<file path="src/rtl/intc_pkg.sv">
`timescale 1ns/1ps
package intc_pkg;
  localparam int NSRC = 6;
  localparam int NTAP = 3;

  localparam int SRC_TMRA = 0;
  localparam int SRC_TMRB = 1;
  localparam int SRC_TB0  = 2;
  localparam int SRC_EXT  = 5;

  typedef enum logic [1:0] {
    RA_ENABLE = 2'd0,
    RA_PEND   = 2'd1,
    RA_CTRL   = 2'd2,
    RA_RSVD   = 2'd3
  } reg_addr_e;
endpackage

</file>
<file path="src/rtl/tbase_prescaler.sv">
`timescale 1ns/1ps
module tbase_prescaler
  import intc_pkg::*;
#(
  parameter int CNT_W   = 16,
  parameter int TAP_LO  = 10,
  parameter int TAP_MID = 13,
  parameter int TAP_HI  = 16
) (
  input  logic            clk,
  input  logic            rst_n,
  output logic [NTAP-1:0] tick
);
  function automatic int tap_of(input int g);
    case (g)
      0:       return TAP_LO;
      1:       return TAP_MID;
      default: return TAP_HI;
    endcase
  endfunction

  logic [CNT_W-1:0] cnt;

  always_ff @(posedge clk or negedge rst_n) begin
    if (!rst_n) cnt <= '0;
    else        cnt <= cnt + 1'b1;
  end

  // one registered pulse per tap, raised in the cycle after the low bits roll over
  for (genvar g = 0; g < NTAP; g++) begin : g_tap
    localparam int TW = tap_of(g);
    logic t_q;

    always_ff @(posedge clk or negedge rst_n) begin
      if (!rst_n) t_q <= 1'b0;
      else        t_q <= (cnt[TW-1:0] == {TW{1'b1}});
    end

    assign tick[g] = t_q;

    // a tick lasts one cycle
    a_r2_tick_single : assert property (@(posedge clk) disable iff (!rst_n)
      t_q |=> !t_q);

    // a tick only appears just after the tap bits wrapped to zero
    a_r3_tick_aligned : assert property (@(posedge clk) disable iff (!rst_n)
      t_q |-> (cnt[TW-1:0] == {TW{1'b0}}));
  end
endmodule

</file>
<file path="src/rtl/ext_fall_detect.sv">
`timescale 1ns/1ps
module ext_fall_detect #(
  parameter int SYNC_STAGES = 2
) (
  input  logic clk,
  input  logic rst_n,
  input  logic pin,
  output logic fall
);
  // stages [SYNC_STAGES-1:0] synchronise, the top stage keeps the previous level
  logic [SYNC_STAGES:0] chain;

  always_ff @(posedge clk or negedge rst_n) begin
    if (!rst_n) chain <= '1;
    else        chain <= {chain[SYNC_STAGES-1:0], pin};
  end

  assign fall = chain[SYNC_STAGES] & ~chain[SYNC_STAGES-1];

  // one detection per edge
  a_r5_fall_single : assert property (@(posedge clk) disable iff (!rst_n)
    fall |=> !fall);
endmodule

</file>
<file path="src/rtl/irq_regbank.sv">
`timescale 1ns/1ps
module irq_regbank
  import intc_pkg::*;
#(
  parameter int DATA_W = 8,
  parameter int ADDR_W = 2
) (
  input  logic              clk,
  input  logic              rst_n,
  input  logic [NSRC-1:0]   set_vec,
  input  logic              wr,
  input  logic [ADDR_W-1:0] addr,
  input  logic [DATA_W-1:0] wdata,
  output logic [DATA_W-1:0] rdata,
  output logic              irq,
  output logic              route_nmi
);
  logic [NSRC-1:0] en_q;
  logic [NSRC-1:0] pend_q;
  logic [NSRC-1:0] clr;
  logic            wr_en_reg;
  logic            wr_pend;
  logic            wr_ctrl;

  assign wr_en_reg = wr && (addr == ADDR_W'(RA_ENABLE));
  assign wr_pend   = wr && (addr == ADDR_W'(RA_PEND));
  assign wr_ctrl   = wr && (addr == ADDR_W'(RA_CTRL));
  assign clr       = wr_pend ? wdata[NSRC-1:0] : '0;

  always_ff @(posedge clk or negedge rst_n) begin
    if (!rst_n) begin
      en_q      <= '0;
      pend_q    <= '0;
      route_nmi <= 1'b0;
    end else begin
      pend_q <= (pend_q & ~clr) | set_vec;
      if (wr_en_reg) en_q      <= wdata[NSRC-1:0];
      if (wr_ctrl)   route_nmi <= wdata[0];
    end
  end

  always_comb begin
    rdata = '0;
    case (addr)
      ADDR_W'(RA_ENABLE): rdata[NSRC-1:0] = en_q;
      ADDR_W'(RA_PEND):   rdata[NSRC-1:0] = pend_q;
      ADDR_W'(RA_CTRL):   rdata[0]        = route_nmi;
      default:            rdata           = '0;
    endcase
  end

  assign irq = |(pend_q & en_q);

  if (DATA_W > NSRC) begin : g_spare
    logic unused_wdata_hi;
    assign unused_wdata_hi = ^wdata[DATA_W-1:NSRC];
  end

  // a source pulse always leaves its flag set
  a_r4_set_sticks : assert property (@(posedge clk) disable iff (!rst_n)
    (set_vec != '0) |=> ((pend_q & $past(set_vec)) == $past(set_vec)));

  // an acknowledged bit without a fresh pulse is gone next cycle
  a_r7_clear_takes : assert property (@(posedge clk) disable iff (!rst_n)
    wr_pend |=> ((pend_q & $past(clr & ~set_vec)) == '0));

  // nothing enabled means no request
  a_r6_masked_quiet : assert property (@(posedge clk) disable iff (!rst_n)
    (en_q == '0) |-> !irq);
endmodule

</file>
<file path="src/rtl/intsrc_ctrl.sv">
`timescale 1ns/1ps
module intsrc_ctrl
  import intc_pkg::*;
#(
  parameter int PRESC_W     = 16,
  parameter int TAP_LO      = 10,
  parameter int TAP_MID     = 13,
  parameter int TAP_HI      = 16,
  parameter int SYNC_STAGES = 2,
  parameter int DATA_W      = 8,
  parameter int ADDR_W      = 2
) (
  input  logic              clk,
  input  logic              rst_n,
  input  logic              tmra_ovf,
  input  logic              tmrb_ovf,
  input  logic              ext_pin,
  input  logic              reg_wr,
  input  logic [ADDR_W-1:0] reg_addr,
  input  logic [DATA_W-1:0] reg_wdata,
  output logic [DATA_W-1:0] reg_rdata,
  output logic              irq,
  output logic              nmi
);
  logic [NTAP-1:0] tick;
  logic            ext_fall;
  logic            route;
  logic [NSRC-1:0] set_vec;
  logic            nmi_q;

  tbase_prescaler #(
    .CNT_W  (PRESC_W),
    .TAP_LO (TAP_LO),
    .TAP_MID(TAP_MID),
    .TAP_HI (TAP_HI)
  ) u_presc (
    .clk  (clk),
    .rst_n(rst_n),
    .tick (tick)
  );

  ext_fall_detect #(
    .SYNC_STAGES(SYNC_STAGES)
  ) u_ext (
    .clk  (clk),
    .rst_n(rst_n),
    .pin  (ext_pin),
    .fall (ext_fall)
  );

  always_comb begin
    set_vec                           = '0;
    set_vec[SRC_TMRA]                 = tmra_ovf & ~route;
    set_vec[SRC_TMRB]                 = tmrb_ovf;
    set_vec[SRC_TB0 +: NTAP]          = tick;
    set_vec[SRC_EXT]                  = ext_fall;
  end

  irq_regbank #(
    .DATA_W(DATA_W),
    .ADDR_W(ADDR_W)
  ) u_regs (
    .clk      (clk),
    .rst_n    (rst_n),
    .set_vec  (set_vec),
    .wr       (reg_wr),
    .addr     (reg_addr),
    .wdata    (reg_wdata),
    .rdata    (reg_rdata),
    .irq      (irq),
    .route_nmi(route)
  );

  always_ff @(posedge clk or negedge rst_n) begin
    if (!rst_n) nmi_q <= 1'b0;
    else        nmi_q <= tmra_ovf & route;
  end

  assign nmi = nmi_q;

  // a non-maskable pulse follows a timer A overflow
  a_r8_nmi_from_timer : assert property (@(posedge clk) disable iff (!rst_n)
    nmi |-> $past(tmra_ovf));

  // a non-maskable pulse only appears while routing was selected
  a_r8_nmi_needs_route : assert property (@(posedge clk) disable iff (!rst_n)
    nmi |-> $past(route));
endmodule

</file>
<file path="config.mk">
export PLATFORM = sky130hd
export DESIGN_NAME = intsrc_ctrl
export DESIGN_NICKNAME = d
export VERILOG_FILES = /design/src/rtl/intc_pkg.sv /design/src/rtl/tbase_prescaler.sv /design/src/rtl/ext_fall_detect.sv /design/src/rtl/irq_regbank.sv /design/src/rtl/intsrc_ctrl.sv
export SDC_FILE = /design/constraint.sdc
export NUM_CORES = 1
export LEC_CHECK = 0
export BUFFER_PORTS_ARGS = -buffer_cell sky130_fd_sc_hd__buf_2
export CAP_MARGIN = 10
export CORE_ASPECT_RATIO = 0.8
export CORE_MARGIN = 2
export CORE_UTILIZATION = 55
export DETAILED_ROUTE_END_ITERATION = 10
export PLACE_DENSITY_LB_ADDON = 0.25
export SYNTH_ARGS = -nofsm -noshare
export SYNTH_HDL_FRONTEND = slang
export SYNTH_SLANG_ARGS = --single-unit
</file>
<file path="constraint.sdc">
create_clock -name clk -period 1.5 [get_ports clk]
set_input_delay 0.3 -clock clk [delete_from_list [all_inputs] [get_ports clk]]
set_output_delay 0.3 -clock clk [all_outputs]
set_load 0.01 [all_outputs]
</file>
==> results_dict.tcl, run 1 <==
set metrics [dict create \
    dpl.cell_count 188 \
    crit_family "flip-flops" \
    io_pins 26 \
    critPathMaxFanout 3 \
    dieArea_um2 3420 \
    synthMuxAreaShare_pct 9.91 \
    die_w_um 64.8 \
    synthAdderAreaFrac_pct 0.768 \
    p_leak_nw 0.926 \
    grt_pass1_wl_um 4820 \
    multiInputGateArea_um2 677 \
    drc_errors 0 \
    synth_top_family_by_area "simple AND/OR/NAND/NOR gates" \
    cts_buffer_depth 2 \
    yosys.area_share.simple_pct 17.4 \
    numCtsBuffers 5 \
    dominantRegCellSynth "dfrtp_1" \
    core.rowCount 17 \
    final-hold-violation-count 0 \
    syn_avg_cell_area_um2 12.6 \
    drive_gt1_share_pct 33.5 \
    fin_nets 174 \
    diodes 0 \
    yosys.area.top_type "dfrtp_1" \
    cp-start-kind "flip-flop" \
    final-setup-viol-count 0 \
    finalCritPeriodShare_pct 96.3 \
    drv_slew 0 \
    drt-initial-drc-count 55 \
    routed_wl_um 2630 \
    startpoint "u_regs.en_q[5]" \
    power_density_nw_per_um2 1030 \
    areaGrowthSynthToFinish_pct 15.3 \
    worst-path-buf-inv 1 \
    synthXorXnorAreaFrac_pct 7.53 \
    synth.distinct_cells 32 \
    async_flop_share_pct 100 \
    clock_skew_ps 4.43 \
    fin_area_um2 1880 \
    grt_overflow 0 \
    synth_top_area_share_pct 50.7 \
    dp_hpwl_um 1970 \
    grt_max_degree 37 \
    firstDrtPassIters 4 \
    ant_nets 0 \
    clock_latency_ps 280 \
    postCtsSetupBuffers 0 \
    cts-root-buf "clkbuf_8" \
    synth_compound_area_share_pct 4.61 \
    grt_usage_pct 19.7 \
    drv_cap 0 \
    rsz0062_at_grt "no" \
    cpMaxStageDelayCell "dfrtp_1" \
    required_ps 1200 \
    critPathKind "flip-flop to primary output" \
    fmax_mhz 693 \
    initial_core_util_pct 58.5 \
    gp_congestion 0.790 \
    vias 1028 \
    ir_worst_vdd_uv 741 \
    instances_no_fill 196 \
    slowest_delay_ps 400 \
    grt_pass1_vias 1060 \
    cts_sinks 36 \
    synth_area_leaders "dfrtp_1 (51%), mux2_4 (5.5%), dfstp_2 (4.8%), xnor2_1 (3.8%), xor2_1 (3.8%)" \
    worstPathArrival_ps 1140 \
    yosysSeqAreaShare_pct 55.5 \
    r2r_end "u_presc.cnt[14]" \
    synth_warnings 0 \
    fin_setup_tns_ps 0 \
    cts_tree "yes" \
    htree_levels 2 \
    placed_cell_area_um2 1780 \
    cp_cell_sequence "a22oi_1, nand3_1, buf_2" \
    syn_inst 129 \
    end_kind "primary output" \
    reg2reg_from "u_presc.cnt[1]" \
    status "completed" \
    hold_path.class "input port to asynchronous set/reset pin" \
    antenna_found_initial 0 \
    synth-edff-count 0 \
    synth.cell_area_um2 1630 \
    ff2ff_setup_slack_ps 190 \
    numPortBuffers 21 \
    regArea_um2 905 \
    ys_seq_elements 36 \
    via_per_inst 5.24 \
    die_h_um 52.7 \
    wl_per_cell_um 13.4 \
    core_um2 2790 \
    nFillCells 228 \
    reg2reg_depth 4 \
    min_period_ps 1440 \
    clkTransAtPathRegs_ps 70 \
]
[layer usage]
layer  GRT usage [%]  share of wire [%]
met5               0                  0
met4            9.57                1.6
met3            6.02                4.7
met2            31.1                 47
met1            24.9                 47
[power breakdown]
part	leakage [nW]	switching [mW]	internal (mW)	total, mW
combinational	0.429	0.0936	0.112	0.205
clock	0.0479	0.341	0.323	0.664
sequential	0.449	0.0413	1.02	1.07
total	0.926	0.475	1.46	1.93
[layout make-up]
class                   count  share of cell area [%]
flip-flops and latches     36                    48.2
multi-input cells          82                    36.0
repair buffers             25                    7.20
clock buffers               5                    3.66
well taps                  38                    2.53
inverters                   7                    1.40
clock inverters             3                   0.999
[Yosys cell counts, types with 3 or more instances]
master and n:
dfstp_2 3, inv_1 7, mux2_4 6, nand3_1 6, nand4_2 3, a21o_1 4
buf_4 3, dfrtp_1 33, mux2i_1 6, nand2_1 9, nor2_1 7, xor2_1 7
nor4_2 3, a22oi_1 3, xnor2_1 7
[registers in the layout (all words and copies together), names as in the netlist]
name and count:
u_regs.route_nmi 1, u_presc.cnt 16, u_presc.g_tap.t_q 3, u_regs.en_q 6
nmi 1, u_regs.pend_q 6, u_ext.chain 3
[kinds of logic after synthesis]
family,count (synthesis)
AO/OA/AOI/OAI,10
AND/OR/NAND/NOR,42
other,1
XOR/XNOR,14
buffers and inverters,12
multiplexers,13
adder cells (fa/ha/maj),1
flip-flops,36
[worst max path at each step]
stage | to | slack, ps | depth (start not counted)
floorplan | u_regs.en_q[0] | 240 | 3
global placement | u_regs.en_q[5] | 150 | 4
detailed placement | u_presc.cnt[14] | 130 | 4
CTS | irq | 20 | 3
global route | irq | 7 | 3
finish | irq | 60 | 3
[stage by stage]
| stage | hold slack, ps | utilization (%) | total power, mW | setup slack, ps |
|---|---|---|---|---|
| after global routing | 72.7 | 67.4 | 2.03 | 6.54 |
| after CTS | 46.8 | 66.9 | 1.96 | 19.1 |
| final | 36.3 | 67.4 | 1.93 | 56.0 |
| after global placement | 351 | 63.8 | 1.28 | 148 |
| after detailed placement | 351 | 63.8 | 1.29 | 133 |
| after floorplan | 4.41 | - | 1.21 | 236 |
[placed cells by master, fill, tap and decap left out, types with 2 or more instances in the layout]
cell type / Yosys / layout
xor2_1: 7 / 7
xnor2_1: 7 / 7
a22oi_1: 3 / 2
nand4_1: 2 / 2
inv_1: 7 / 7
clkinv_2: 0 / 2
mux2_4: 6 / 6
clkbuf_8: 0 / 5
a22o_1: 2 / 2
buf_2: 1 / 21
nor3_1: 2 / 2
nand3_1: 6 / 6
nand4_2: 3 / 2
mux2i_1: 6 / 6
buf_4: 3 / 4
nand2_1: 9 / 9
nor4_2: 3 / 3
dfstp_2: 3 / 3
nor2_1: 7 / 7
nor3_2: 2 / 2
nand3b_1: 2 / 2
dfrtp_1: 33 / 33
a21o_1: 4 / 4
conb_1: 1 / 2
[repair_timing]
action | CTS | global route
endpoints found under the setup margin | 0 | 3
gates resized for setup | 0 | 2
hold buffers | 0 | 0
Note: power is estimated with default switching activity, not from simulation.
==> run 2: changes to the inputs <==
--- a/config.mk
+++ b/config.mk
@@ -5,12 +5,12 @@
 export SDC_FILE = /design/constraint.sdc
 export NUM_CORES = 1
 export LEC_CHECK = 0
-export BUFFER_PORTS_ARGS = -buffer_cell sky130_fd_sc_hd__buf_2
 export CAP_MARGIN = 10
 export CORE_ASPECT_RATIO = 0.8
 export CORE_MARGIN = 2
-export CORE_UTILIZATION = 55
+export CORE_UTILIZATION = 61
 export DETAILED_ROUTE_END_ITERATION = 10
+export DONT_BUFFER_PORTS = 1
 export PLACE_DENSITY_LB_ADDON = 0.25
 export SYNTH_ARGS = -nofsm -noshare
 export SYNTH_HDL_FRONTEND = slang
==> constraint.sdc (replaced) <==
create_clock -name clk -period 1.5 [get_ports clk]
set_input_delay 0.3 -clock clk [delete_from_list [all_inputs] [get_ports clk]]
set_output_delay 0.3 -clock clk [all_outputs]
set_load 0.02 [all_outputs]
==> run 2 against run 1 <==
Utilization increased by 4.8 points. First-iteration DRC count shrank 25%. Global-route usage up 0.79 points. Sequential cell count unchanged. Sequential power barely moved. Fmax decreased by 2.6%. Cell area shrank 4.5%. Die area decreased by 9.2%. Setup slack lost 39 ps. Clock-buffer cell count is 3 higher. Highest routed layer unchanged. Critical endpoint unchanged. Final cell count shrank 11%. Via count shrank 4.0%.
==> results_dict.tcl, run 2 (synthesis results as in run 1) <==
set metrics [dict create \
    worst-path-buf-inv 0 \
    cp-start-kind "flip-flop" \
    required_ps 1200 \
    via_per_inst 5.64 \
    diodes 0 \
    finalCritPeriodShare_pct 98.9 \
    worstPathArrival_ps 1180 \
    top_register "u_presc.cnt" \
    rsz0062_at_grt "yes" \
    cts_sinks 36 \
    clock_latency_ps 350 \
    power_density_nw_per_um2 1040 \
    drv_slew 0 \
    clock_power_share_pct 31.8 \
    fin_setup_tns_ps 0 \
    die_h_um 50.2 \
    core.rowCount 16 \
    reg2reg_from "u_presc.cnt[1]" \
    internal_power_mw 1.40 \
    areaGrowthSynthToFinish_pct 10.1 \
    drive_gt1_share_pct 25.9 \
    drt-initial-drc-count 41 \
    dpl.cell_count 163 \
    final-hold-violation-count 0 \
    io_pins 26 \
    final-setup-viol-count 0 \
    clock_skew_ps 17.6 \
    drv_cap 0 \
    fmax_mhz 674 \
    switching_share_pct 25.0 \
    critPathMaxFanout 3 \
    pwr-share-comb_pct 11.1 \
    die_w_um 61.8 \
    final.setup.worst_slack_ps 17.1 \
    drc_errors 0 \
    cts_tree "yes" \
    mostFrequentLayoutCells "dfrtp_1 (33), nand2_1 (9), inv_1 (7), xnor2_1 (7), xor2_1 (7)" \
    ant_nets 0 \
    clkTransAtPathRegs_ps 120 \
    vias 987 \
    hold_path.class "input port to flip-flop" \
    grt_pass1_wl_um 4530 \
    switchingPower_mw 0.469 \
    layout_commonest_cell "dfrtp_1" \
    cts-root-buf "clkbuf_4" \
    regArea_um2 905 \
    crit_family "flip-flops" \
    final_util_pct 72.2 \
    startpoint "u_regs.en_q[0]" \
    firstDrtPassIters 4 \
    p_leak_nw 0.853 \
    wl_per_cell_um 15.7 \
    ir_worst_vdd_uv 762 \
    slowest_delay_ps 430 \
    nFillCells 196 \
    initial_core_util_pct 65.6 \
    routed_wl_um 2750 \
    critPathKind "flip-flop to primary output" \
    min_period_ps 1480 \
    cp_cell_sequence "a22oi_1, nand3_2" \
    grt_usage_pct 20.5 \
    min-delay-start "tmrb_ovf" \
    core_um2 2480 \
    dp_hpwl_um 1870 \
    grt_overflow 0 \
    numCtsBuffers 5 \
    largest_register_ffs 16 \
    numPortBuffers 0 \
    end_kind "primary output" \
    dieArea_um2 3100 \
    cpMaxStageDelayCell "dfrtp_1" \
    pwr-share-seq_pct 57.1 \
    gp_congestion 0.783 \
    instances_no_fill 175 \
    grt_pass1_vias 983 \
    dp_slack_ps 147 \
    fin_nets 155 \
    reg_top3 "u_presc.cnt (16), u_regs.en_q (6), u_regs.pend_q (6)" \
    antenna_found_initial 0 \
    cts_buffer_depth 2 \
    htree_levels 2 \
    status "completed" \
    grt_max_degree 37 \
    multiInputGateArea_um2 686 \
]
## run 2: changes by cell type in the layout (fill, tap and decap cells not counted), moves of 2 or more
| cell | change |
|---|---|
| clkbuf_4 | +5 |
| buf_2 | -21 |
| nor2_1 | -3 |
| dlygate4sd3_1 | +2 |
| nor2_2 | +3 |
| clkinv_2 | -2 |
| clkbuf_8 | -3 |
## run 2: cell type report
class	count	area share (%)
sequential	36	50.5
multi-input combinational	82	38.2
tap	36	2.51
clock buffer	8	3.84
timing repair buffer	6	3.49
inverter	7	1.47
## run 2: power groups by stage
| stage | clock network, mW | registers, mW | logic, mW |
|---|---|---|---|
| final | 0.596 | 1.07 | 0.208 |
| after global routing | 0.643 | 1.08 | 0.224 |
| after CTS | 0.605 | 1.07 | 0.205 |
| after detailed placement | 0 | 1.09 | 0.159 |
| after global placement | 0 | 1.08 | 0.155 |
| after floorplan | 0 | 1.07 | 0.155 |
## run 2: final timing paths
| check | endpoint | slack (ps) | cells after the start |
|---|---|---|---|
| max in group asynchronous | u_ext.chain[1] | 850 | 2 |
| max reg2reg | u_presc.g_tap[2].t_q | 130 | 4 |
| max | irq | 20 | 2 |
| min reg2reg | u_ext.chain[1] | 360 | 0 |
| min in group asynchronous | u_regs.en_q[2] | 390 | 2 |
| min | u_regs.pend_q[1] | 50 | 1 |
## run 2: through the flow
stage	cell area, um2	power (mW)	hold slack, ps
after CTS	1790	1.88	43.8
after floorplan	1630	1.23	4.41
after detailed placement	1650	1.24	5.16
after global placement	1650	1.24	5.10
final	1790	1.87	52.0
after global routing	1790	1.94	36.1
## run 2: metal layers
metal / part of all wire, % / wire, um / vias to the layer above / global-route usage (%)
li1: - / - / 463 / -
met1: 48 / 1310 / 496 / 29.0
met2: 46 / 1260 / 24 / 27.9
met3: 5.3 / 147 / 4 / 7.99
met4: 1.1 / 30 / 0 / 8.87
met5: 0 / 0 / - / 0
## run 2: repair_timing
| item | 4_1_cts | 5_1_grt |
|---|---|---|
| endpoints found under the hold margin | 37 | 0 |
| gates resized for setup | 3 | 4 |
| buffers inserted | 1 | 0 |
| cloned | 0 | 0 |
| pin swaps | 1 | 1 |
| endpoints found under the setup margin | 2 | 5 |
| hold buffers | 3 | 0 |
==> run 3: changes to the inputs <==
--- a/config.mk
+++ b/config.mk
@@ -11,7 +11,7 @@
 export CORE_UTILIZATION = 61
 export DETAILED_ROUTE_END_ITERATION = 10
 export DONT_BUFFER_PORTS = 1
-export PLACE_DENSITY_LB_ADDON = 0.25
+export PLACE_DENSITY = 0.83
 export SYNTH_ARGS = -nofsm -noshare
 export SYNTH_HDL_FRONTEND = slang
 export SYNTH_SLANG_ARGS = --single-unit
==> run 3 against run 2 <==
Final cell count is the same. First-iteration DRC count shrank 54%. Highest routed layer unchanged. Cell area increased by 0.84%. Sequential cell count stayed put. Utilization grew 0.60 points.
==> results_dict.tcl, run 3 (synthesis results as in run 1) <==
set metrics [dict create \
    pwr-share-seq_pct 55.3 \
    required_ps 1200 \
    core.rowCount 16 \
    grt_usage_pct 21.0 \
    numCtsBuffers 5 \
    wl_met3_um 119 \
    slew-limit-headroom_pct 65.7 \
    final-setup-viol-count 0 \
    cp-start-kind "flip-flop" \
    end_kind "primary output" \
    grt_pass1_vias 972 \
    grt_pass1_wl_um 4530 \
    drt-met1-wl_um 1250 \
    wl_per_cell_um 15.1 \
    switching_share_pct 23.7 \
    hold_slack_ps 58.0 \
    vias 974 \
    wl_met2_um 1240 \
    grt_max_degree 37 \
    htree_levels 2 \
    final-hold-violation-count 0 \
    cts-root-buf "clkbuf_4" \
    hold_path.class "input port to flip-flop" \
    clock_skew_ps 6.38 \
    finalCritPeriodShare_pct 97.7 \
    power_density_nw_per_um2 1070 \
    ant_nets 0 \
    top_register "u_presc.cnt" \
    grt_overflow 0 \
    die_h_um 50.2 \
    drc_errors 0 \
    dpl.cell_count 163 \
    firstDrtPassIters 4 \
    cts_buffer_depth 2 \
    drv_cap 0 \
    tightestPinTransition_ps 513 \
    via_per_inst 5.57 \
    highest_layer "met4" \
    diodes 0 \
    drv_slew 0 \
    areaGrowthSynthToFinish_pct 11.0 \
    gp_congestion 0.826 \
    routed_wl_um 2640 \
    critPathMaxFanout 3 \
    min-delay-start "tmrb_ovf" \
    cts_sinks 36 \
    die_w_um 61.8 \
    initial_core_util_pct 65.6 \
    clock_power_share_pct 33.8 \
    drt-initial-drc-count 19 \
    fin_nets 155 \
    p_leak_nw 0.857 \
    layout_commonest_cell "dfrtp_1" \
    status "completed" \
    dp_hpwl_um 1860 \
    mostFrequentLayoutCells "dfrtp_1 (33), nand2_1 (9), inv_1 (7), xnor2_1 (7), xor2_1 (7)" \
    drive_gt1_share_pct 27.3 \
    startpoint "u_regs.pend_q[4]" \
    ir_worst_vdd_uv 852 \
    min_period_ps 1470 \
    switchingPower_mw 0.460 \
    numPortBuffers 0 \
    antenna_found_initial 0 \
    reg2reg_from "u_presc.cnt[1]" \
    pwr-share-comb_pct 10.9 \
    dieArea_um2 3100 \
    instances_no_fill 175 \
    clkTransAtPathRegs_ps 100 \
    core_um2 2480 \
    io_pins 26 \
    reg_top3 "u_presc.cnt (16), u_regs.en_q (6), u_regs.pend_q (6)" \
    cts_tree "yes" \
    worstPathArrival_ps 1170 \
    internal_power_mw 1.48 \
    critPathKind "flip-flop to primary output" \
    largest_register_ffs 16 \
    rsz0062_at_grt "yes" \
    fmax_mhz 682 \
    clock_latency_ps 340 \
]
==> run 3: cell types whose count changed in the layout (fill, tap and decap cells not counted), sizes merged <==
cell / delta
clkbuf: -2
bufinv: +1
clkinv: +1
==> run 3: layout make-up <==
cell class	count	area (um2)
sequential	36	905
multi-input combinational	82	693
fill	176	674
timing repair buffer	6	62.6
tap	36	45.0
clock buffer	6	41.3
clock inverter	2	35.0
inverter	7	26.3
==> run 3: repair_timing <==
item / in CTS / in global routing
setup buffers: 0 / 1
hold endpoints to repair: 37 / 0
hold buffers: 3 / 0
resized for setup: 2 / 7
pin swaps: 1 / 2
setup endpoints to repair: 1 / 6
cloned: 0 / 0
==> run 3: final timing paths <==
check / to / slack, ps / depth (start not counted)
setup / recovery: irq / 30 / 2
hold / removal: u_regs.pend_q[1] / 60 / 1
setup reg to reg: u_presc.cnt[14] / 140 / 4
hold reg to reg: u_ext.chain[1] / 360 / 0
max in group asynchronous: u_ext.chain[0] / 840 / 2
min in group asynchronous: u_regs.pend_q[2] / 400 / 2
==> run 3: power by group through the flow <==
| stage | logic (mW) | clock network (mW) | registers [mW] |
|---|---|---|---|
| after floorplan | 0.155 | 0 | 1.07 |
| after global placement | 0.155 | 0 | 1.08 |
| after detailed placement | 0.160 | 0 | 1.09 |
| after CTS | 0.194 | 0.676 | 1.07 |
| after global routing | 0.230 | 0.731 | 1.08 |
| final | 0.211 | 0.657 | 1.07 |
==> run 3: layer usage <==
metal,vias to the layer above,global-route usage [%]
li1,460,-
met1,491,29.4
met2,20,29.1
met3,3,9.02
met4,0,7.45
met5,-,0
==> run 3: stage by stage <==
stage                     instance area (um2)  worst slack, ps  power, mW  util (%)  setup TNS, ps
after floorplan                          1630              157       1.23         -              0
after global placement                   1650              198       1.24      66.6              0
after detailed placement                 1650              152       1.25      66.6              0
after CTS                                1780             8.53       1.94      71.7              0
after global routing                     1810            -31.4       2.04      72.8          -36.4
final                                    1810             33.8       1.94      72.8              0
==> run 3: worst max-delay path: stages (launching register included) <==
cell	delay, ps
dfrtp_1	420
a22oi_2	230
nand3_2	180
